### src/rtl/bat_pkg.sv
package bat_pkg;

  typedef enum logic [1:0] {
    CMD_ACT = 2'd0,
    CMD_RD  = 2'd1,
    CMD_WR  = 2'd2,
    CMD_PRE = 2'd3
  } bat_cmd_e;

  typedef struct packed {
    logic cs_n;
    logic ras_n;
    logic cas_n;
    logic we_n;
  } bat_pins_t;

  localparam bat_pins_t PINS_NOP = '{cs_n: 1'b0, ras_n: 1'b1, cas_n: 1'b1, we_n: 1'b1};

  // ceiling division of a nanosecond limit by a picosecond period, at least one clock
  function automatic int unsigned ns_to_clk(input int unsigned ns, input int unsigned ps);
    int unsigned q;
    q = (ns * 1000 + ps - 1) / ps;
    return (q == 0) ? 1 : q;
  endfunction

  function automatic bat_pins_t encode(input bat_cmd_e c);
    bat_pins_t p;
    case (c)
      CMD_ACT: p = '{cs_n: 1'b0, ras_n: 1'b0, cas_n: 1'b1, we_n: 1'b1};
      CMD_RD:  p = '{cs_n: 1'b0, ras_n: 1'b1, cas_n: 1'b0, we_n: 1'b1};
      CMD_WR:  p = '{cs_n: 1'b0, ras_n: 1'b1, cas_n: 1'b0, we_n: 1'b0};
      default: p = '{cs_n: 1'b0, ras_n: 1'b0, cas_n: 1'b1, we_n: 1'b0};
    endcase
    return p;
  endfunction

endpackage

### src/rtl/bat_interval.sv
module bat_interval #(
  parameter int unsigned CYCLES = 3
) (
  input  logic clk,
  input  logic rst,
  input  logic load,
  output logic ready
);
  localparam int unsigned LOADV = (CYCLES > 0) ? CYCLES - 1 : 0;
  localparam int unsigned W     = (LOADV < 2) ? 1 : $clog2(LOADV + 1);
  localparam logic [W-1:0] LOADW = LOADV[W-1:0];

  logic [W-1:0] cnt_q;

  always_ff @(posedge clk) begin
    if (rst)                 cnt_q <= '0;
    else if (load)           cnt_q <= LOADW;
    else if (cnt_q != '0)    cnt_q <= cnt_q - 1'b1;
  end

  assign ready = (cnt_q == '0);

  AST_CNT_BOUND: assert property (@(posedge clk) disable iff (rst)
    cnt_q <= LOADW);
  AST_CNT_STEP: assert property (@(posedge clk) disable iff (rst)
    (!load && cnt_q != '0) |=> (cnt_q == $past(cnt_q) - 1'b1));

endmodule

### src/rtl/bat_bank.sv
module bat_bank #(
  parameter int unsigned ROW_W  = 13,
  parameter int unsigned RCD_CK = 3,
  parameter int unsigned RC_CK  = 8
) (
  input  logic             clk,
  input  logic             rst,
  input  logic             act_go,
  input  logic             pre_go,
  input  logic [ROW_W-1:0] row_in,
  output logic             is_open,
  output logic [ROW_W-1:0] row_out,
  output logic             rcd_ok,
  output logic             rc_ok
);
  logic             open_q;
  logic [ROW_W-1:0] row_q;

  always_ff @(posedge clk) begin
    if (rst) begin
      open_q <= 1'b0;
      row_q  <= '0;
    end else if (act_go) begin
      open_q <= 1'b1;
      row_q  <= row_in;
    end else if (pre_go) begin
      open_q <= 1'b0;
    end
  end

  bat_interval #(.CYCLES(RCD_CK)) u_rcd (.clk(clk), .rst(rst), .load(act_go), .ready(rcd_ok));
  bat_interval #(.CYCLES(RC_CK))  u_rc  (.clk(clk), .rst(rst), .load(act_go), .ready(rc_ok));

  assign is_open = open_q;
  assign row_out = row_q;

  AST_NO_ACT_OPEN: assert property (@(posedge clk) disable iff (rst)
    act_go |-> !open_q);
  AST_RC_RESPECT: assert property (@(posedge clk) disable iff (rst)
    act_go |-> rc_ok);
  AST_GO_EXCL: assert property (@(posedge clk) disable iff (rst)
    !(act_go && pre_go));

endmodule

### src/rtl/bank_act_tracker.sv
module bank_act_tracker #(
  parameter int unsigned NUM_BANKS = 4,
  parameter int unsigned ROW_W     = 13,
  parameter int unsigned TCK_PS    = 7500,
  parameter int unsigned TRCD_NS   = 20,
  parameter int unsigned TRC_NS    = 60,
  parameter int unsigned TRRD_NS   = 15
) (
  input  logic                       clk,
  input  logic                       rst,
  input  logic                       req_valid,
  input  logic [1:0]                 req_cmd,
  input  logic [$clog2(NUM_BANKS)-1:0] req_bank,
  input  logic [ROW_W-1:0]           req_row,
  output logic                       grant,
  output logic                       row_miss,
  output logic                       cs_n,
  output logic                       ras_n,
  output logic                       cas_n,
  output logic                       we_n,
  output logic [$clog2(NUM_BANKS)-1:0] cmd_bank,
  output logic [ROW_W-1:0]           cmd_addr,
  output logic [NUM_BANKS-1:0]       bank_open,
  output logic [NUM_BANKS*ROW_W-1:0] open_rows
);
  import bat_pkg::*;

  localparam int unsigned BA_W   = $clog2(NUM_BANKS);
  localparam int unsigned RCD_CK = ns_to_clk(TRCD_NS, TCK_PS);
  localparam int unsigned RC_CK  = ns_to_clk(TRC_NS, TCK_PS);
  localparam int unsigned RRD_CK = ns_to_clk(TRRD_NS, TCK_PS);

  logic [NUM_BANKS-1:0] open_w, rcd_ok_w, rc_ok_w, act_go, pre_go;
  logic [ROW_W-1:0]     row_w [NUM_BANKS];
  logic                 rrd_ok;

  bat_cmd_e  cmd;
  logic      dec_grant, dec_miss, row_hit, any_act;
  bat_pins_t pins_q;

  assign cmd = bat_cmd_e'(req_cmd);

  always_comb begin
    dec_grant = 1'b0;
    dec_miss  = 1'b0;
    row_hit   = open_w[req_bank] && (row_w[req_bank] == req_row);
    if (req_valid) begin
      case (cmd)
        CMD_ACT: dec_grant = !open_w[req_bank] && rc_ok_w[req_bank] && rrd_ok;
        CMD_RD, CMD_WR: begin
          dec_grant = row_hit && rcd_ok_w[req_bank];
          dec_miss  = open_w[req_bank] && !row_hit;
        end
        default: dec_grant = 1'b1;
      endcase
    end
  end

  assign any_act = dec_grant && (cmd == CMD_ACT);

  genvar b;
  generate
    for (b = 0; b < NUM_BANKS; b++) begin : g_bank
      assign act_go[b] = any_act && (req_bank == BA_W'(b));
      assign pre_go[b] = dec_grant && (cmd == CMD_PRE) && (req_bank == BA_W'(b));
      bat_bank #(.ROW_W(ROW_W), .RCD_CK(RCD_CK), .RC_CK(RC_CK)) u_bank (
        .clk(clk), .rst(rst), .act_go(act_go[b]), .pre_go(pre_go[b]),
        .row_in(req_row), .is_open(open_w[b]), .row_out(row_w[b]),
        .rcd_ok(rcd_ok_w[b]), .rc_ok(rc_ok_w[b]));
      assign open_rows[b*ROW_W +: ROW_W] = row_w[b];
    end
  endgenerate

  bat_interval #(.CYCLES(RRD_CK)) u_rrd (.clk(clk), .rst(rst), .load(any_act), .ready(rrd_ok));

  always_ff @(posedge clk) begin
    if (rst) begin
      grant    <= 1'b0;
      row_miss <= 1'b0;
      pins_q   <= PINS_NOP;
      cmd_bank <= '0;
      cmd_addr <= '0;
    end else begin
      grant    <= dec_grant;
      row_miss <= dec_miss;
      pins_q   <= dec_grant ? encode(cmd) : PINS_NOP;
      cmd_bank <= dec_grant ? req_bank : '0;
      cmd_addr <= dec_grant ? req_row : '0;
    end
  end

  assign cs_n      = pins_q.cs_n;
  assign ras_n     = pins_q.ras_n;
  assign cas_n     = pins_q.cas_n;
  assign we_n      = pins_q.we_n;
  assign bank_open = open_w;

  // gap since the last issued open-row command, saturating at RRD_CK
  localparam int unsigned GW = $clog2(RRD_CK + 1);
  logic [GW-1:0] gap_q;
  logic          act_vis;
  assign act_vis = grant && !ras_n && we_n;

  always_ff @(posedge clk) begin
    if (rst)                         gap_q <= GW'(RRD_CK);
    else if (act_vis)                gap_q <= GW'(1);
    else if (gap_q < GW'(RRD_CK))    gap_q <= gap_q + 1'b1;
  end

  AST_IDLE_NOP: assert property (@(posedge clk) disable iff (rst)
    !grant |-> (!cs_n && ras_n && cas_n && we_n));
  AST_ACT_OPENS: assert property (@(posedge clk) disable iff (rst)
    act_vis |-> (bank_open[cmd_bank] && open_rows[cmd_bank*ROW_W +: ROW_W] == cmd_addr));
  AST_RW_HIT: assert property (@(posedge clk) disable iff (rst)
    (grant && !cas_n) |-> (bank_open[cmd_bank] && open_rows[cmd_bank*ROW_W +: ROW_W] == cmd_addr));
  AST_MISS_REFUSED: assert property (@(posedge clk) disable iff (rst)
    row_miss |-> !grant);
  AST_PRE_CLOSES: assert property (@(posedge clk) disable iff (rst)
    (grant && !ras_n && !we_n) |-> !bank_open[cmd_bank]);
  AST_RRD_GAP: assert property (@(posedge clk) disable iff (rst)
    act_vis |-> (gap_q >= GW'(RRD_CK)));

endmodule

### config.mk
export PLATFORM = sky130hd
export DESIGN_NAME = bank_act_tracker
export DESIGN_NICKNAME = d
export VERILOG_FILES = /design/src/rtl/bat_pkg.sv /design/src/rtl/bat_interval.sv /design/src/rtl/bat_bank.sv /design/src/rtl/bank_act_tracker.sv
export SDC_FILE = /design/constraint.sdc
export NUM_CORES = 1
export LEC_CHECK = 0
export ABC_AREA = 1
export CAP_MARGIN = 20
export CORE_MARGIN = 3
export CORE_UTILIZATION = 50
export CTS_CLUSTER_SIZE = 28
export DETAILED_ROUTE_END_ITERATION = 10
export DONT_BUFFER_PORTS = 1
export GPL_TIMING_DRIVEN = 1
export PLACE_DENSITY = 0.68
export SLEW_MARGIN = 20
export SYNTH_ARGS = -nofsm -noshare
export SYNTH_HDL_FRONTEND = slang
export SYNTH_HIERARCHICAL = 1
export SYNTH_SLANG_ARGS = --single-unit
### constraint.sdc
create_clock -name clk -period 6.68 [get_ports clk]
set_input_delay 1.336 -clock clk [delete_from_list [all_inputs] [get_ports clk]]
set_output_delay 1.336 -clock clk [all_outputs]
set_load 0.03 [all_outputs]
==> impl_metrics.env <==
export IMPL_fillCellCount=885
export IMPL_setup_viol=0
export IMPL_area_delta_synth_final_pct=2.909
export IMPL_via_per_inst=5.209
export IMPL_ir_drop_mv=0.1934
export IMPL_cp_data_arrival_time_ns=4.09
export IMPL_place_hpwl_microns=8560
export IMPL_avgSynthCellArea_sq_um=6.795
export IMPL_regToRegSetupSlack_ns=3.65
export IMPL_synthArstFlopShare_pct=0
export IMPL_p_sw_share_pct=34.10
export IMPL_initial_utilization_pct=52.48
export IMPL_finalSetupTns_ns=0
export IMPL_nets=712
export IMPL_synth_cells=690
export IMPL_worst_setup_path_end_kind="flop"
export IMPL_switchingPower_mw=0.4554
export IMPL_grt_usage_pct=23.62
export IMPL_antenna_found_initial=0
export IMPL_rows=34
export IMPL_hold_depth=2
export IMPL_final_cell_mix="nand2_1, nor2_1, dfxtp_1"
export IMPL_min_period_over_period_pct=57.32
export IMPL_drt_iter0_drc=173
export IMPL_seq_power_share_pct=49.9
export IMPL_core_area_sq_um=8934
export IMPL_path_class="in -> reg"
export IMPL_cts_made_buffers=9
export IMPL_r2r_start="g_bank[1].u_bank/row_out[12]"
export IMPL_syn_cell_area_sq_um=4688
export IMPL_ios=97
export IMPL_max_cap_viol_count=0
export IMPL_grt_pass1_vias=3860
export IMPL_grt_max_degree=30
export IMPL_cts_htree_levels=3
export IMPL_comb_power_share_pct=22.8
export IMPL_synth_edf_count=0
export IMPL_grt_use_met2_pct=42.01
export IMPL_met3_usage_pct=7.037
export IMPL_dieArea_sq_um=10570
export IMPL_path_clk_slew_ns=0.10
export IMPL_cp_start_kind="primary input"
export IMPL_diodes=0
export IMPL_die_w_microns=102.8
export IMPL_drv_slew=0
export IMPL_timing_hold_worst_start="g_bank[3].u_bank/u_rcd/cnt_q[1]"
export IMPL_synth_area_leaders="dfxtp_1, nand2_1, nor2_1"
export IMPL_finClkSkew_ns=0.01408
export IMPL_drc=0
export IMPL_grt_pass1_wl_microns=19290
export IMPL_cts_sinks=97
export IMPL_gr_total_overflow=0
export IMPL_routed_wl_microns=12380
export IMPL_p_clk_share_pct=27.3
export IMPL_synth_nets=721
export IMPL_cts_tree="built"
export IMPL_finalHoldViolCount=0
export IMPL_relSlewSlack_pct=50.87
export IMPL_mostFrequentLayoutCell="nand2_1"
export IMPL_place_congestion=0.8574
export IMPL_p_leak_nw=2.396
export IMPL_reg2reg_depth=15
export IMPL_synth_seq_cells=97
export IMPL_postRouteAntennaNets=0
export IMPL_wl_per_cell_microns=15.60
export IMPL_ys_warn_count=6
export IMPL_cts_path_max_buffers=2
export IMPL_power_density_nw_per_um2=276.8
export IMPL_first_pass_iters=5
export IMPL_holdWs_ns=0.4660
export IMPL_cts_resized=0
export IMPL_crit_required_ns=6.94
export IMPL_max_freq_mhz=261.1
export IMPL_dpl_cell_count=778
export IMPL_met1_usage_pct=26.74
export IMPL_worstPathMaxFanout=29
export IMPL_min_to="g_bank[3].u_bank/u_rcd/cnt_q[0]"
export IMPL_busiest_layer="met2"
export IMPL_cts_setup_buffers=0
export IMPL_pre_cts_slack_ns=2.163
export IMPL_layout_setup_ws_ns=2.851
export IMPL_layout_min_cycle_time_ns=3.829
export IMPL_vias=4136
export IMPL_synth_top_area_share_pct=41.42
export IMPL_status="finished clean"
export IMPL_synth_seq_area_share_pct=41.42
export IMPL_synth_cell_types=23
export IMPL_ctsHoldBuffers=0
export IMPL_port_buffers=0
export IMPL_internal_power_mw=0.8801
export IMPL_die_h_microns=102.8
export IMPL_rsz0062_at_grt="false"
export IMPL_synth_flop_cell="dfxtp_1"
export IMPL_yosysTopAreaCell="dfxtp_1"
export IMPL_fin_cells=794
export IMPL_drive_gt1_share_pct=12.97
export IMPL_worst_pin_slew_ns=0.7362
export IMPL_insertion_delay_ns=0.37
export IMPL_hold_class="reg -> reg"
export IMPL_clockRootBuffer="clkbuf_8"
export IMPL_r2r_end="g_bank[1].u_bank/row_out[11]"
## worst max-delay path, stage by stage
cell and delay [ns]:
inv_2 0.39, nand2_1 0.10, nand2_1 0.09, nand2_1 0.07
nand3_1 0.09, nand2_1 0.06, inv_1 0.05, nand3_1 0.07
nor2_1 0.18, nand3_1 0.12, nand2_2 0.14, nand3_1 0.19
nor2_2 0.62, inv_2 0.34, nor2_1 0.18, nor2_1 0.06
## per-stage QoR
step	utilization (%)	instance area [sq um]	power (mW)
3_3_place_gp	51.97	4643	0.9663
4_1_cts	53.98	4822	1.343
3_5_place_dp	51.97	4643	0.9860
5_1_grt	54.01	4825	1.428
2_1_floorplan	-	4688	0.9325
6_report	54.01	4825	1.336
## power groups by stage
| stage | clock network (mW) | logic [mW] | registers, mW |
|---|---|---|---|
| after global routing | 0.397 | 0.359 | 0.672 |
| final | 0.364 | 0.304 | 0.667 |
| after detailed placement | 0 | 0.306 | 0.680 |
| after global placement | 0 | 0.288 | 0.678 |
| after floorplan | 0 | 0.259 | 0.674 |
| after CTS | 0.370 | 0.307 | 0.666 |
## flip-flops by register name, summed over array words and instances, names as in the netlist
signal / flops
g_bank.u_bank/is_open: 4
u_rrd/cnt_q: 1
g_bank.u_bank/u_rc/cnt_q: 12
cmd_addr: 13
row_miss: 1
g_bank.u_bank/row_out: 52
cas_n: 1
ras_n: 1
g_bank.u_bank/u_rcd/cnt_q: 8
cmd_bank: 2
grant: 1
we_n: 1
## routing by layer
metal / vias up / wire length, microns / share of wire, %
li1: 2085 / - / -
met1: 1885 / 4879 / 39
met2: 147 / 6117 / 49
met3: 19 / 1123 / 9.1
met4: 0 / 265 / 2.1
met5: - / 0 / 0
## final cells by class
cell class	count	area, sq um	area share [%]
tap	108	135.1	2.801
inverter	86	322.8	6.691
sequential	97	1942	40.25
timing repair buffer	3	22.52	0.4668
multi-input combinational	484	2223	46.08
clock inverter	6	51.30	1.063
clock buffer	10	127.6	2.645
## kinds of logic (layout without fill, tap and decap cells)
logic type	after synthesis	in the layout	synth area share (%)
buf+inv	109	105	11.21
flops	97	97	41.42
simple gates	403	403	36.43
other cells	1	1	0.07999
fa+ha+maj	11	11	2.936
compound gates	69	69	7.926
## synthesized netlist by cell type (2+ instances only)
| cell | n |
|---|---|
| a21oi_1 | 9 |
| a21oi_2 | 4 |
| a22oi_1 | 3 |
| buf_2 | 3 |
| buf_4 | 10 |
| buf_6 | 10 |
| dfxtp_1 | 97 |
| ha_1 | 11 |
| inv_1 | 71 |
| inv_2 | 15 |
| nand2_1 | 193 |
| nand2_2 | 2 |
| nand3_1 | 36 |
| nand4_1 | 3 |
| nor2_1 | 118 |
| nor2_2 | 48 |
| o21ai_0 | 44 |
| o21ai_1 | 8 |
## worst max path at each step
stage	from	endpoint	slack, ns	depth (start not counted)
5_1_grt	req_bank[0]	g_bank[1].u_bank/row_out[0]	2.48	16
3_5_place_dp	req_bank[0]	g_bank[1].u_bank/row_out[11]	2.16	16
3_3_place_gp	req_bank[0]	g_bank[1].u_bank/row_out[11]	2.29	16
4_1_cts	req_bank[0]	g_bank[1].u_bank/row_out[11]	2.54	16
2_1_floorplan	req_bank[1]	g_bank[3].u_bank/row_out[1]	3.36	17
6_report	req_bank[0]	g_bank[1].u_bank/row_out[11]	2.85	16
Note: power is estimated with default switching activity, not from simulation.
